[config.mk]
export PLATFORM = sky130hd
export DESIGN_NAME = lbb_bank_seq
export DESIGN_NICKNAME = d
export VERILOG_FILES = /design/src/rtl/lbb_pkg.sv /design/src/rtl/lbb_regfile.sv /design/src/rtl/lbb_bank_match.sv /design/src/rtl/lbb_access_fsm.sv /design/src/rtl/lbb_bank_seq.sv
export SDC_FILE = /design/constraint.sdc
export NUM_CORES = 1
export LEC_CHECK = 0
export BUFFER_PORTS_ARGS = -buffer_cell sky130_fd_sc_hd__clkbuf_2
export CAP_MARGIN = 10
export CORE_UTILIZATION = 46
export DETAILED_ROUTE_END_ITERATION = 10
export PLACE_DENSITY = 0.72
export SYNTH_ARGS = -nofsm -noshare
export SYNTH_HDL_FRONTEND = slang
export SYNTH_SLANG_ARGS = --single-unit
[constraint.sdc]
create_clock -name clk -period 4 [get_ports clk]
set_input_delay 0.4 -clock clk [delete_from_list [all_inputs] [get_ports clk]]
set_output_delay 0.4 -clock clk [all_outputs]
set_load 0.01 [all_outputs]
[src/rtl/lbb_pkg.sv]
package lbb_pkg;

    localparam int LBB_AW = 17;
    localparam int LBB_XW = 2;
    localparam int LBB_DW = 32;

    typedef struct packed {
        logic [LBB_AW-1:0] base;
        logic [LBB_XW-1:0] xbase;
        logic              valid;
    } base_cfg_t;

    typedef struct packed {
        logic [LBB_AW-1:0] mask;
        logic [LBB_XW-1:0] xmask;
        logic              bctl_off;
        logic              no_burst;
        logic [1:0]        turn;
        logic              ext_ale;
    } opt_cfg_t;

    typedef enum logic [2:0] {
        ST_IDLE  = 3'd0,
        ST_ERR   = 3'd1,
        ST_LATCH = 3'd2,
        ST_DATA  = 3'd3,
        ST_TURN  = 3'd4
    } seq_state_t;

    function automatic logic [LBB_DW-1:0] base_pack(base_cfg_t c);
        return {c.base, c.xbase, {(LBB_DW-LBB_AW-LBB_XW-1){1'b0}}, c.valid};
    endfunction

    function automatic base_cfg_t base_unpack(logic [LBB_DW-1:0] w);
        base_cfg_t c;
        c.base  = w[LBB_DW-1 -: LBB_AW];
        c.xbase = w[LBB_DW-LBB_AW-1 -: LBB_XW];
        c.valid = w[0];
        return c;
    endfunction

    function automatic logic [LBB_DW-1:0] opt_pack(opt_cfg_t c);
        return {c.mask, c.xmask, {(LBB_DW-LBB_AW-LBB_XW-5){1'b0}},
                c.bctl_off, c.no_burst, c.turn, c.ext_ale};
    endfunction

    function automatic opt_cfg_t opt_unpack(logic [LBB_DW-1:0] w);
        opt_cfg_t c;
        c.mask     = w[LBB_DW-1 -: LBB_AW];
        c.xmask    = w[LBB_DW-LBB_AW-1 -: LBB_XW];
        c.bctl_off = w[4];
        c.no_burst = w[3];
        c.turn     = w[2:1];
        c.ext_ale  = w[0];
        return c;
    endfunction

    // Strobe length: one cycle, or the global code (1->2, 2->3, else 4).
    function automatic logic [2:0] latch_cycles(logic ext, logic [1:0] code);
        if (!ext) return 3'd1;
        case (code)
            2'd1:    return 3'd2;
            2'd2:    return 3'd3;
            default: return 3'd4;
        endcase
    endfunction

    // Read recovery gap, deliberately non-linear.
    function automatic logic [3:0] turn_cycles(logic [1:0] code);
        case (code)
            2'd0:    return 4'd0;
            2'd1:    return 4'd1;
            2'd2:    return 4'd4;
            default: return 4'd8;
        endcase
    endfunction

endpackage

[src/rtl/lbb_regfile.sv]
module lbb_regfile
    import lbb_pkg::*;
#(
    parameter int NUM_BANKS = 8,
    parameter int RAW       = 7
) (
    input  logic              clk,
    input  logic              rst,
    input  logic              reg_wr,
    input  logic              reg_rd,
    input  logic [RAW-1:0]    reg_addr,
    input  logic [LBB_DW-1:0] reg_wdata,
    output logic [LBB_DW-1:0] reg_rdata,
    output base_cfg_t         base_cfg [NUM_BANKS],
    output opt_cfg_t          opt_cfg  [NUM_BANKS],
    output logic [1:0]        lat_code
);
    localparam int             IDX_W     = RAW - 3;
    localparam logic [RAW-1:0] GCTL_ADDR = RAW'(NUM_BANKS * 8);

    logic [IDX_W-1:0] idx;
    logic             word_ok;
    logic [LBB_DW-1:0] rd_word;

    assign idx     = reg_addr[RAW-1:3];
    assign word_ok = (reg_addr[1:0] == 2'b00);

    for (genvar b = 0; b < NUM_BANKS; b++) begin : g_bank
        base_cfg_t base_r;
        opt_cfg_t  opt_r;
        logic      hit_w;

        assign hit_w = reg_wr && word_ok && (idx == IDX_W'(b));

        always_ff @(posedge clk) begin
            if (rst) begin
                base_r <= '0;
                opt_r  <= '0;
            end else if (hit_w) begin
                if (reg_addr[2]) opt_r  <= opt_unpack(reg_wdata);
                else             base_r <= base_unpack(reg_wdata);
            end
        end

        assign base_cfg[b] = base_r;
        assign opt_cfg[b]  = opt_r;
    end

    always_ff @(posedge clk) begin
        if (rst)                                lat_code <= 2'b00;
        else if (reg_wr && reg_addr == GCTL_ADDR) lat_code <= reg_wdata[1:0];
    end

    always_comb begin
        rd_word = '0;
        if (reg_addr == GCTL_ADDR) begin
            rd_word = {{(LBB_DW-2){1'b0}}, lat_code};
        end else if (word_ok) begin
            for (int b = 0; b < NUM_BANKS; b++) begin
                if (idx == IDX_W'(b))
                    rd_word = reg_addr[2] ? opt_pack(opt_cfg[b]) : base_pack(base_cfg[b]);
            end
        end
    end

    always_ff @(posedge clk) begin
        if (rst)         reg_rdata <= '0;
        else if (reg_rd) reg_rdata <= rd_word;
    end

endmodule

[src/rtl/lbb_bank_match.sv]
module lbb_bank_match
    import lbb_pkg::*;
#(
    parameter int NUM_BANKS = 8
) (
    input  base_cfg_t                      base_cfg [NUM_BANKS],
    input  opt_cfg_t                       opt_cfg  [NUM_BANKS],
    input  logic [LBB_AW-1:0]              addr,
    input  logic [LBB_XW-1:0]              xaddr,
    output logic                           hit,
    output logic [$clog2(NUM_BANKS)-1:0]   hit_idx,
    output opt_cfg_t                       hit_opt
);
    localparam int BIDX_W = $clog2(NUM_BANKS);

    logic [NUM_BANKS-1:0] eq;

    for (genvar b = 0; b < NUM_BANKS; b++) begin : g_cmp
        logic main_ok, ext_ok;
        assign main_ok = (((addr  ^ base_cfg[b].base)  & opt_cfg[b].mask)  == '0);
        assign ext_ok  = (((xaddr ^ base_cfg[b].xbase) & opt_cfg[b].xmask) == '0);
        assign eq[b]   = base_cfg[b].valid && main_ok && ext_ok;
    end

    // Scan from the top so the lowest matching bank is the last to write.
    always_comb begin
        hit_idx = '0;
        for (int b = NUM_BANKS - 1; b >= 0; b--) begin
            if (eq[b]) hit_idx = BIDX_W'(b);
        end
    end

    assign hit     = |eq;
    assign hit_opt = opt_cfg[hit_idx];

endmodule

[src/rtl/lbb_access_fsm.sv]
module lbb_access_fsm
    import lbb_pkg::*;
#(
    parameter int NUM_BANKS   = 8,
    parameter int BURST_BEATS = 4
) (
    input  logic                          clk,
    input  logic                          rst,
    input  logic                          req_valid,
    input  logic                          req_read,
    input  logic                          req_burst,
    input  logic                          hit,
    input  logic [$clog2(NUM_BANKS)-1:0]  hit_idx,
    input  opt_cfg_t                      hit_opt,
    input  logic [1:0]                    lat_code,
    input  logic                          bus_ack,
    output logic                          req_ready,
    output logic [NUM_BANKS-1:0]          bank_cs,
    output logic                          addr_latch,
    output logic                          buf_ctl,
    output logic                          data_phase,
    output logic                          burst_out,
    output logic                          resp_done,
    output logic                          resp_err
);
    localparam int BIDX_W = $clog2(NUM_BANKS);
    localparam int BEAT_W = $clog2(BURST_BEATS) + 1;

    seq_state_t         state_q;
    logic [BIDX_W-1:0]  bank_q;
    opt_cfg_t           opt_q;
    logic               rd_q;
    logic               bmode_q;
    logic [BEAT_W-1:0]  beats_q;
    logic [2:0]         lat_q;
    logic [3:0]         turn_q;
    logic               active;

    always_ff @(posedge clk) begin
        if (rst) begin
            state_q <= ST_IDLE;
            bank_q  <= '0;
            opt_q   <= '0;
            rd_q    <= 1'b0;
            bmode_q <= 1'b0;
            beats_q <= '0;
            lat_q   <= '0;
            turn_q  <= '0;
        end else begin
            case (state_q)
                ST_IDLE: begin
                    if (req_valid) begin
                        if (hit) begin
                            state_q <= ST_LATCH;
                            bank_q  <= hit_idx;
                            opt_q   <= hit_opt;
                            rd_q    <= req_read;
                            bmode_q <= req_burst && !hit_opt.no_burst;
                            beats_q <= req_burst ? BEAT_W'(BURST_BEATS - 1) : '0;
                            lat_q   <= latch_cycles(hit_opt.ext_ale, lat_code) - 3'd1;
                        end else begin
                            state_q <= ST_ERR;
                        end
                    end
                end
                ST_ERR: state_q <= ST_IDLE;
                ST_LATCH: begin
                    if (lat_q == '0) state_q <= ST_DATA;
                    else             lat_q   <= lat_q - 3'd1;
                end
                ST_DATA: begin
                    if (bus_ack) begin
                        if (beats_q == '0) begin
                            if (rd_q && opt_q.turn != 2'b00) begin
                                state_q <= ST_TURN;
                                turn_q  <= turn_cycles(opt_q.turn) - 4'd1;
                            end else begin
                                state_q <= ST_IDLE;
                            end
                        end else begin
                            beats_q <= beats_q - 1'b1;
                            if (!bmode_q) begin
                                state_q <= ST_LATCH;
                                lat_q   <= latch_cycles(opt_q.ext_ale, lat_code) - 3'd1;
                            end
                        end
                    end
                end
                ST_TURN: begin
                    if (turn_q == '0) state_q <= ST_IDLE;
                    else              turn_q  <= turn_q - 4'd1;
                end
                default: state_q <= ST_IDLE;
            endcase
        end
    end

    assign active     = (state_q == ST_LATCH) || (state_q == ST_DATA);
    assign req_ready  = (state_q == ST_IDLE);
    assign bank_cs    = active ? (NUM_BANKS'(1) << bank_q) : '0;
    assign addr_latch = (state_q == ST_LATCH);
    assign buf_ctl    = active && !opt_q.bctl_off;
    assign data_phase = (state_q == ST_DATA);
    assign burst_out  = data_phase && bmode_q;
    assign resp_done  = data_phase && bus_ack && (beats_q == '0);
    assign resp_err   = (state_q == ST_ERR);

endmodule

[src/rtl/lbb_bank_seq.sv]
module lbb_bank_seq
    import lbb_pkg::*;
#(
    parameter int NUM_BANKS   = 8,
    parameter int BURST_BEATS = 4,
    parameter int RAW         = 7
) (
    input  logic                   clk,
    input  logic                   rst,
    input  logic                   reg_wr,
    input  logic                   reg_rd,
    input  logic [RAW-1:0]         reg_addr,
    input  logic [LBB_DW-1:0]      reg_wdata,
    output logic [LBB_DW-1:0]      reg_rdata,
    input  logic                   req_valid,
    output logic                   req_ready,
    input  logic [LBB_AW-1:0]      req_addr,
    input  logic [LBB_XW-1:0]      req_xaddr,
    input  logic                   req_read,
    input  logic                   req_burst,
    input  logic                   bus_ack,
    output logic [NUM_BANKS-1:0]   bank_cs,
    output logic                   addr_latch,
    output logic                   buf_ctl,
    output logic                   data_phase,
    output logic                   burst_out,
    output logic                   resp_done,
    output logic                   resp_err
);
    localparam int BIDX_W = $clog2(NUM_BANKS);

    base_cfg_t         base_cfg [NUM_BANKS];
    opt_cfg_t          opt_cfg  [NUM_BANKS];
    logic [1:0]        lat_code;
    logic              hit;
    logic [BIDX_W-1:0] hit_idx;
    opt_cfg_t          hit_opt;

    lbb_regfile #(.NUM_BANKS(NUM_BANKS), .RAW(RAW)) u_regs (
        .clk       (clk),
        .rst       (rst),
        .reg_wr    (reg_wr),
        .reg_rd    (reg_rd),
        .reg_addr  (reg_addr),
        .reg_wdata (reg_wdata),
        .reg_rdata (reg_rdata),
        .base_cfg  (base_cfg),
        .opt_cfg   (opt_cfg),
        .lat_code  (lat_code)
    );

    lbb_bank_match #(.NUM_BANKS(NUM_BANKS)) u_match (
        .base_cfg (base_cfg),
        .opt_cfg  (opt_cfg),
        .addr     (req_addr),
        .xaddr    (req_xaddr),
        .hit      (hit),
        .hit_idx  (hit_idx),
        .hit_opt  (hit_opt)
    );

    lbb_access_fsm #(.NUM_BANKS(NUM_BANKS), .BURST_BEATS(BURST_BEATS)) u_fsm (
        .clk        (clk),
        .rst        (rst),
        .req_valid  (req_valid),
        .req_read   (req_read),
        .req_burst  (req_burst),
        .hit        (hit),
        .hit_idx    (hit_idx),
        .hit_opt    (hit_opt),
        .lat_code   (lat_code),
        .bus_ack    (bus_ack),
        .req_ready  (req_ready),
        .bank_cs    (bank_cs),
        .addr_latch (addr_latch),
        .buf_ctl    (buf_ctl),
        .data_phase (data_phase),
        .burst_out  (burst_out),
        .resp_done  (resp_done),
        .resp_err   (resp_err)
    );

endmodule

### Word level (Yosys, flattened, before mapping)

Cells that the tools add are included.

* register bits after elaboration: 408
* input port bits: 66
* output and inout port bits: 47
* logic and storage cells: 326

* add/sub/neg operators: 6
* order comparisons: 1
* eq/ne operators: 28
* shift operators: 1
* multiplexer cells: 88
* bitwise logic cells: 34
* reductions and logical operators: 84

Operators by type and width (number)
* two-way mux 32 bit: 18
* bitwise AND 17 bit: 8
* logical NOT 17 bit: 8
* XOR 17 bit: 8
* two-way mux 3 bit: 38
* binary-select mux 24 bit (select 3 bit): 1
* two-way mux 4 bit: 9
* logical AND 1 bit: 32
* AND reduction 2 bit: 16
* logical NOT 2 bit: 10
* bitwise AND 2 bit: 8
* == test 4 x 3 -> 1 bit, second input constant: 4
* != test 2 bit, second input constant: 8
* XOR 2 bit: 8
* AND reduction 5 bit: 3
* one-hot mux 3 bit (2 select lines): 2
* one-hot mux 3 bit (4 select lines): 1
* one-hot mux 4 bit (3 select lines): 1
* subtractor 3 x 1 -> 3 bit, second input constant: 4
* two-way mux 1 bit: 11
* two-way mux 5 bit: 2
* logical NOT 3 bit: 3
* one-hot mux 3 bit (3 select lines): 1
* == test 4 x 2 -> 1 bit, second input constant: 2
* other kinds (25): 36

### Logic depth before layout (Yosys ltp)

Gate-level depths: netlist (run 1).

* depth in word-level cells: 31
* mapped depth: 16

### By module

From an unflattened synthesis (run 1), not the netlist that was laid out.

* cell total of the unflattened synthesis: 2837
* area, all modules: 21822.2 sq um

By module, submodules not included
* lbb_regfile: instances 1, cells each 2100, area an instance 16427.0 sq um
* lbb_bank_match: instances 1, cells each 585, area an instance 4065.1 sq um
* lbb_access_fsm: instances 1, cells each 152, area an instance 1330.0 sq um

### Worst setup path after synthesis (run 1)

No wires, ideal clock.

* kind: in2reg
* from: in req_addr[1]
* to: reg u_fsm.lat_q[2]
* library setup time: 73 ps
* data arrival time: 3594 ps
* setup slack: 333 ps
* cell stages on the path: 15
* path buffers: 1
* cells stage by stage: buf_2 -> xor2_1 -> a22oi_1 -> nand3_1 -> or4_1 -> a211o_1 -> a211oi_4 -> nand4b_1 -> o21ai_1 -> o31ai_2 -> a22o_1 -> ha_1 -> or3b_1 -> a211o_1 -> o211ai_2

* longest elaborated chain between the ends: 31
* elaborated cells between the ends (all ways): 69

RTL lines
* from (decl): line lbb_bank_seq.sv:17 `input logic [LBB_AW-1:0] req_addr,`
* XOR 17 bit: line lbb_bank_match.sv:20 `assign main_ok = (((addr ^ base_cfg[b].base) & opt_cfg[b].mask) == '0);`
* bitwise AND 17 bit: line lbb_bank_match.sv:20
* logical NOT 17 bit: line lbb_bank_match.sv:20
* logical AND 1 bit (2 in series): line lbb_bank_match.sv:22 `assign eq[b] = base_cfg[b].valid && main_ok && ext_ok;`
* two-way mux 3 bit (8 in series): line lbb_bank_match.sv:29 `if (eq[b]) hit_idx = BIDX_W'(b);`
* NOT 3 -> 4 bit (implied by the code): line lbb_bank_match.sv:34 `assign hit_opt = opt_cfg[hit_idx];`
* binary-select mux 24 bit (select 3 bit): line lbb_bank_match.sv:34
* two-way mux 5 bit (implied by the code) (2 in series): line lbb_bank_match.sv:34
* [6 not listed]
* two-way mux 3 bit: line lbb_access_fsm.sv:53 `if (hit) begin`
* two-way mux 3 bit: line lbb_access_fsm.sv:52 `if (req_valid) begin`
* two-way mux 3 bit: line lbb_access_fsm.sv:50 `case (state_q)`
* two-way mux 3 bit: line lbb_access_fsm.sv:40 `if (rst) begin`
* subtractor 3 x 1 -> 3 bit: line lbb_access_fsm.sv:60 `lat_q <= latch_cycles(hit_opt.ext_ale, lat_code) - 3'd1;`
* two-way mux 3 bit: line lbb_access_fsm.sv:53
* two-way mux 3 bit: line lbb_access_fsm.sv:52
* one-hot mux 3 bit (3 select lines): line lbb_access_fsm.sv:50
* to (signal assigned): line lbb_access_fsm.sv:60
* to (signal assigned): line lbb_access_fsm.sv:69 `else lat_q <= lat_q - 3'd1;`
* to (signal assigned): line lbb_access_fsm.sv:84 `lat_q <= latch_cycles(opt_q.ext_ale, lat_code) - 3'd1;`
* to (decl): line lbb_access_fsm.sv:35 `logic [2:0] lat_q;`

Several ways; a longest one is shown, not always the timed one. The select of a mux whose other input is x is not followed.
A chain may end at the register's enable or synchronous reset.

### Final worst setup path (run 1)

* from: reg u_regs.g_bank[7].base_r (netlist bit u_regs.base_cfg[11])
* to: reg u_fsm.lat_q[2]

* longest elaborated chain between the ends: 31
* elaborated cells between the ends (all ways): 34

RTL lines
* from (decl): line lbb_regfile.sv:29 `base_cfg_t base_r;`
* from (signal assigned): line lbb_regfile.sv:41 `else base_r <= base_unpack(reg_wdata);`
* XOR 17 bit (*): line lbb_bank_match.sv:20
* bitwise AND 17 bit (*): line lbb_bank_match.sv:20
* logical NOT 17 bit (*): line lbb_bank_match.sv:20
* logical AND 1 bit (*) (2 in series): line lbb_bank_match.sv:22
* two-way mux 3 bit (8 in series): line lbb_bank_match.sv:29
* NOT 3 -> 4 bit (implied by the code): line lbb_bank_match.sv:34
* binary-select mux 24 bit (select 3 bit): line lbb_bank_match.sv:34
* two-way mux 5 bit (implied by the code) (2 in series): line lbb_bank_match.sv:34
* [6 not listed]
* two-way mux 3 bit: line lbb_access_fsm.sv:53
* two-way mux 3 bit: line lbb_access_fsm.sv:52
* two-way mux 3 bit: line lbb_access_fsm.sv:50
* two-way mux 3 bit: line lbb_access_fsm.sv:40
* subtractor 3 x 1 -> 3 bit: line lbb_access_fsm.sv:60
* two-way mux 3 bit: line lbb_access_fsm.sv:53
* two-way mux 3 bit: line lbb_access_fsm.sv:52
* one-hot mux 3 bit (3 select lines): line lbb_access_fsm.sv:50

Mark *: on every way between the ends. The rest lies on a longest branch, timed or not. The select of a mux whose other input is x is not followed.

==> results of run 1 <==
[cells by family (layout without fill, tap and decap cells)]
kind of cell / Yosys count / count (layout) / synth area share [%]
fa+ha+maj: 5 / 5 / 0.311
flops: 400 / 400 / 39.8
xor+xnor: 153 / 153 / 6.66
simple gates: 991 / 991 / 20.2
mux: 184 / 184 / 9.27
buf+inv: 251 / 309 / 5.29
compound gates: 650 / 650 / 18.5
other cells: 1 / 8 / 0.0186
[routing by layer]
layer	up-vias	wire length, µm
li1	8983	-
met1	9314	27300
met2	1091	31200
met3	240	6580
met4	0	4430
met5	-	0
[timing repair]
item / 4_1_cts / 5_1_grt
gates resized for setup: 0 / 12
endpoints found under the setup margin: 0 / 2
buffers inserted: 0 / 2
hold buffers: 0 / 0
[layout make-up]
| type | count | area [µm²] |
|---|---|---|
| Inverter | 12 | 45.0 |
| Sequential cell | 400 | 8010 |
| Fill cell | 3942 | 20000 |
| Timing Repair Buffer | 220 | 1610 |
| Tap cell | 585 | 732 |
| Clock buffer | 61 | 1300 |
| Multi-Input combinational cell | 1991 | 11200 |
| Clock inverter | 16 | 219 |
[path summary, 6_finish.rpt]
path / from / end / slack [ps] / cells after the start
max: u_regs.base_cfg[11] / u_fsm.lat_q[2] / 130 / 15
min: req_read / u_fsm.rd_q / 60 / 3
max reg2reg: u_regs.base_cfg[11] / u_fsm.lat_q[2] / 130 / 15
min reg2reg: u_fsm.turn_q[3] / u_fsm.turn_q[3] / 450 / 2
[power by group]
group | switching [mW] | internal, mW | total, mW
clock | 1.68 | 2.58 | 4.26
sequential | 0.0319 | 4.01 | 4.04
combinational | 0.510 | 0.248 | 0.757
total | 2.22 | 6.84 | 9.06
[synth_stat cells, types with 3 or more instances]
library cell and count:
nand2_1 785, a21oi_1 425, dfxtp_1 400, clkbuf_1 192
mux2i_1 165, xor2_1 153, a22oi_1 77, nor2_1 66
o22ai_1 61, nor3_1 28, o21ai_0 28, nand2b_1 27
mux2_2 19, nand3_1 19, nand4_1 16, buf_1 14
inv_1 12, buf_2 11, a211oi_1 10, buf_4 10
buf_6 9, nor4_1 8, nor2b_1 7, a221oi_1 6
a22o_1 6, a211o_1 5, a21boi_0 5, a221o_1 5
and2_1 5, ha_1 5, and3_1 4, nor3b_1 4
or3_1 4, clkbuf_2 3, o31ai_1 3
[critical path, stage by stage, from the launching register on]
cell and delay (ps):
dfxtp_1 330, xor2_1 180, a22oi_1 210, nand3_1 90, or4_1 620, nor4bb_2 260
nor2b_2 230, mux2_2 350, o22ai_1 210, buf_4 160, o31ai_4 70, a22oi_2 230
ha_1 190, or3b_1 360, a211o_1 250, o211ai_2 70
[per-stage QoR]
stage / utilization [%] / instance area (µm²) / instances
3_5_place_dp: 49.9 / 21500 / 3206
5_1_grt: 53.6 / 23100 / 3285
4_1_cts: 53.4 / 23000 / 3283
6_report: 53.6 / 23100 / 3285
2_1_floorplan: - / 20200 / 2642
3_3_place_gp: 49.9 / 21500 / 3206
[flip-flops by register name, summed over array words and instances, names as in the netlist]
name              count
u_fsm.bank_q          3
u_fsm.beats_q         3
u_fsm.bmode_q         1
u_fsm.lat_q           3
u_fsm.opt_q           4
u_fsm.rd_q            1
u_fsm.state_q         3
u_fsm.turn_q          4
u_regs.base_cfg     160
u_regs.lat_code       2
u_regs.opt_cfg      192
u_regs.reg_rdata     24
==> flow_summary.yaml, run 1 <==
die:
  io_pins: 113
  die_width_um: 211
  rows: 76
  core_mm2: 0.0431
  die_area_mm2: 0.0446
  initial_core_util_pct: 46.7
  die_h_um: 211
placement:
  io_buffers: 96
  place.gp.congestion: 0.969
  dp_hpwl_mm: 48.4
  dp_slack_ps: -354
grt:
  globalRouteMet2Util_pct: 48.4
  grt.busiest_layer: "met2"
  grt_pass1_vias: 18700
  grt_pass1_wl_mm: 107
  grt_usage_pct: 30.9
  grt_max_degree: 144
  antenna_found_initial: 0
  use_met3_pct: 6.01
  grt.met1_usage_pct: 38.8
  grt_remaining_overflow: 0
synthesis:
  ys.flop_type: "dfxtp_1"
  synth.area.top_cells: "dfxtp_1 (40%), nand2_1 (15%), a21oi_1 (11%)"
  yosys_warnings: 0
  ys_async_sr_fraction_pct: 0
  yosys_register_bits: 400
  yosysSeqAreaShare_pct: 39.8
  synth_top_area_share_pct: 39.8
  synthCells: 2635
  synth_area_mm2: 0.0201
  yosysTopAreaCell: "dfxtp_1"
  synth_edf_count: 0
  ys_types: 65
  avgSynthCellArea_um2: 7.64
final_layout:
  final_common_cell: "nand2_1"
  area_growth_pct: 14.7
  final_cell_mix: "nand2_1 (785), a21oi_1 (425), dfxtp_1 (400), mux2i_1 (165), xor2_1 (153)"
  layout-drive-gt1-share_pct: 12.4
  num-nets-final: 2740
  num_antenna_cells: 0
worst_setup_path:
  path_max_fanout: 4
  crit_type: "reg2reg"
  start_kind: "register"
  worstPathArrival_ps: 4390
  setup.worst_path.end_class: "register"
  required_ps: 4520
route:
  drtIter0Drc: 2164
  viasPerCell: 5.98
  drc_errors: 0
  drtAntennaViolNets: 0
  routed_wl_mm: 69.5
  num_vias: 19600
  first_pass_iters: 6
  wl_per_cell_um: 21.2
timing:
  finClkSkew_ps: 23.6
  max_freq_mhz: 258
  hold_violations: 0
  whs_ps: 61.2
  min_period_over_period_pct: 96.9
  maxSlewHeadroom_pct: 31.3
  final_max_slew_viol_count: 0
  tns_ps: 0
  setup_viol_count_final: 0
  setup_ws_ps: 126
  period_needed_ps: 3870
  max_slew.worst_pin.slew_ps: 1030
run:
  cap_violations: 0
clocking:
  clk_latency_ps: 590
  cts_buffer_depth: 3
  clock_sinks: 400
  clk_pin_slew_worst_paths_ps: 60
  tritoncts: "yes"
  root_buffer: "clkbuf_16"
  htree_levels: 2
  cts_made_buffers: 44
power_and_ir_drop:
  p_leak_nw: 8.59
  cellPowerDensity_mw_per_mm2: 392
  vdd_drop_max_mv: 0.267
  power_mw: 9.06
status:
  status: "completed"
hold_path:
  hold_path_class: "in2reg"
Power figures use the tool's default switching activity.
==> run 2, diff against run 1 <==
- CORE_ASPECT_RATIO: unset -> 2
==> run 2 against run 1 <==
Against the previous run:
- final cell count shrank 0.52%
- largest power group is now registers
- utilization down 0.56 points
- critical path type unchanged
- clock skew up 4.8 ps
- critical endpoint unchanged
- clock-buffer cell count fell by 15
- total power is 7.0% lower
==> flow_summary.yaml, run 2 (same netlist as run 1, synthesis figures left out) <==
route:
  drc_errors: 0
  drtAntennaViolNets: 0
  routed_wl_mm: 78.0
  viasPerCell: 6.07
  first_pass_iters: 6
  num_vias: 19800
  wl_per_cell_um: 23.9
  drtIter0Drc: 1828
status:
  status: "completed"
worst_setup_path:
  critPathMaxStageDelay_ps: 450
  worstPathArrival_ps: 4390
  crit_top_cell: "buf_4"
  setup.worst_path.end_class: "register"
  crit_type: "reg2reg"
  critPathLaunch: "u_regs.base_cfg[37]"
  crit_slowest_cell: "a211oi_4"
  start_kind: "register"
  path_max_fanout: 4
  ff2ff_path_depth: 18
  crit_path_cell_trace: "xor2_1 -> a22o_1 -> a221oi_2 -> buf_4 -> nand4_1 -> a211oi_4 -> buf_6 -> o41ai_4 -> buf_4 -> buf_4 -> nand2_2 -> o22ai_4 -> o31ai_4 -> a22o_1 -> ha_2 -> or3b_1 -> a211o_1 -> o211ai_2"
  rr_startpoint: "u_regs.base_cfg[37]"
  required_ps: 4450
placement:
  place.gp.congestion: 1.02
  dp_hpwl_mm: 55.6
  place_area_mm2: 0.0215
  placed_cells: 3194
  io_buffers: 96
final_layout:
  stdcell_count: 3268
  final_common_cell: "nand2_1"
  final_area_mm2: 0.0229
  num-nets-final: 2762
  fin_util_pct: 53.1
  final_cell_mix: "nand2_1 (784), a21oi_1 (425), dfxtp_1 (399), mux2i_1 (165), xor2_1 (153)"
  layout-drive-gt1-share_pct: 13.3
  area_growth_pct: 13.9
  largest_reg_flops: 192
clocking:
  cts_made_buffers: 36
  root_buffer: "clkbuf_16"
  clk_pin_slew_worst_paths_ps: 70
  cts.hold.buffers_added: 0
  clock_sinks: 400
  clk_latency_ps: 560
  tritoncts: "yes"
  cts_buffer_depth: 3
  htree_levels: 2
hold_path:
  min_path_cells: 3
  hold_path_class: "in2reg"
  min_from: "req_read"
timing:
  max_slew.worst_pin.slew_ps: 1220
  max_freq_mhz: 254
  final_max_slew_viol_count: 0
  setup_viol_count_final: 0
  maxSlewHeadroom_pct: 18.6
  period_needed_ps: 3930
  finClkSkew_ps: 28.4
  hold_violations: 0
  min_period_over_period_pct: 98.3
grt:
  antenna_found_initial: 2
  grt_pass1_vias: 19100
  grt_max_degree: 127
  grt_remaining_overflow: 0
  grt_pass1_wl_mm: 116
  grt_usage_pct: 35.1
die:
  initial_core_util_pct: 46.6
  rows: 108
  die_area_mm2: 0.0447
  die_h_um: 298
  core_mm2: 0.0432
  die_width_um: 150
  io_pins: 113
power_and_ir_drop:
  vdd_drop_max_mv: 0.319
  power_mw: 8.43
  cellPowerDensity_mw_per_mm2: 367
  p_leak_nw: 8.53
run:
  cap_violations: 0
run 2: cell count changes in the layout (fill, tap and decap cells not counted), sizes merged:
cell      delta
diode        +2
clkinvlp     +2
buf         +30
bufinv       -1
clkbuf      -15
run 2: cell type report:
cell class | instances | area (µm²)
Timing Repair Buffer | 250 | 1730
Clock buffer | 46 | 990
Clock inverter | 17 | 193
Fill cell | 4021 | 20300
Inverter | 12 | 45.0
Multi-Input combinational cell | 1991 | 11300
Tap cell | 550 | 688
Antenna cell | 2 | 5.00
Sequential cell | 400 | 8010
run 2: stage by stage:
stage	setup TNS (ps)	hold WS, ps	worst slack, ps
after floorplan	0	424	333
after global placement	-621	435	-385
after detailed placement	-770	440	-439
after CTS	0	101	1.17
after global routing	-11.1	113	-11.1
final	0	109	69.2
run 2: worst max-delay path: cells and delay by family, from the launching register on:
family                   cells  cell delay, ps
adder cells (fa/ha/maj)      1             180
buffers and inverters        4             620
AO/OA/AOI/OAI                9            1930
XOR/XNOR                     1             160
flip-flops                   1             320
AND/OR/NAND/NOR              3             630
run 2: repair_timing:
| item | 4_1_cts | 5_1_grt |
|---|---|---|
| setup buffers | 3 | 6 |
| endpoints found under the setup margin | 2 | 2 |
| gates resized for setup | 7 | 26 |
| endpoints found under the hold margin | 0 | 0 |
| pin swaps | 3 | 15 |
run 2: path summary, 6_finish.rpt:
path / end / slack, ps
worst max-delay path: u_fsm.lat_q[2] / 70
worst min-delay path: u_fsm.rd_q / 110
worst max register to register: u_fsm.lat_q[2] / 70
worst min register to register: u_fsm.turn_q[3] / 450
run 2: per-layer routing:
| layer | vias up | GRT usage [%] | wire (µm) |
|---|---|---|---|
| met1 | 9431 | 36.3 | 25600 |
| met4 | 0 | 32.0 | 8600 |
| met5 | - | 0 | 0 |
| met2 | 1034 | 60.7 | 38900 |
| li1 | 9020 | - | - |
| met3 | 355 | 4.07 | 4960 |
run 2: power breakdown:
group,internal [mW],switching [mW],total [mW],leakage (nW)
sequential,4.01,0.0312,4.04,3.22
combinational,0.242,0.527,0.769,4.73
clock,2.02,1.60,3.62,0.581
total,6.27,2.16,8.43,8.53
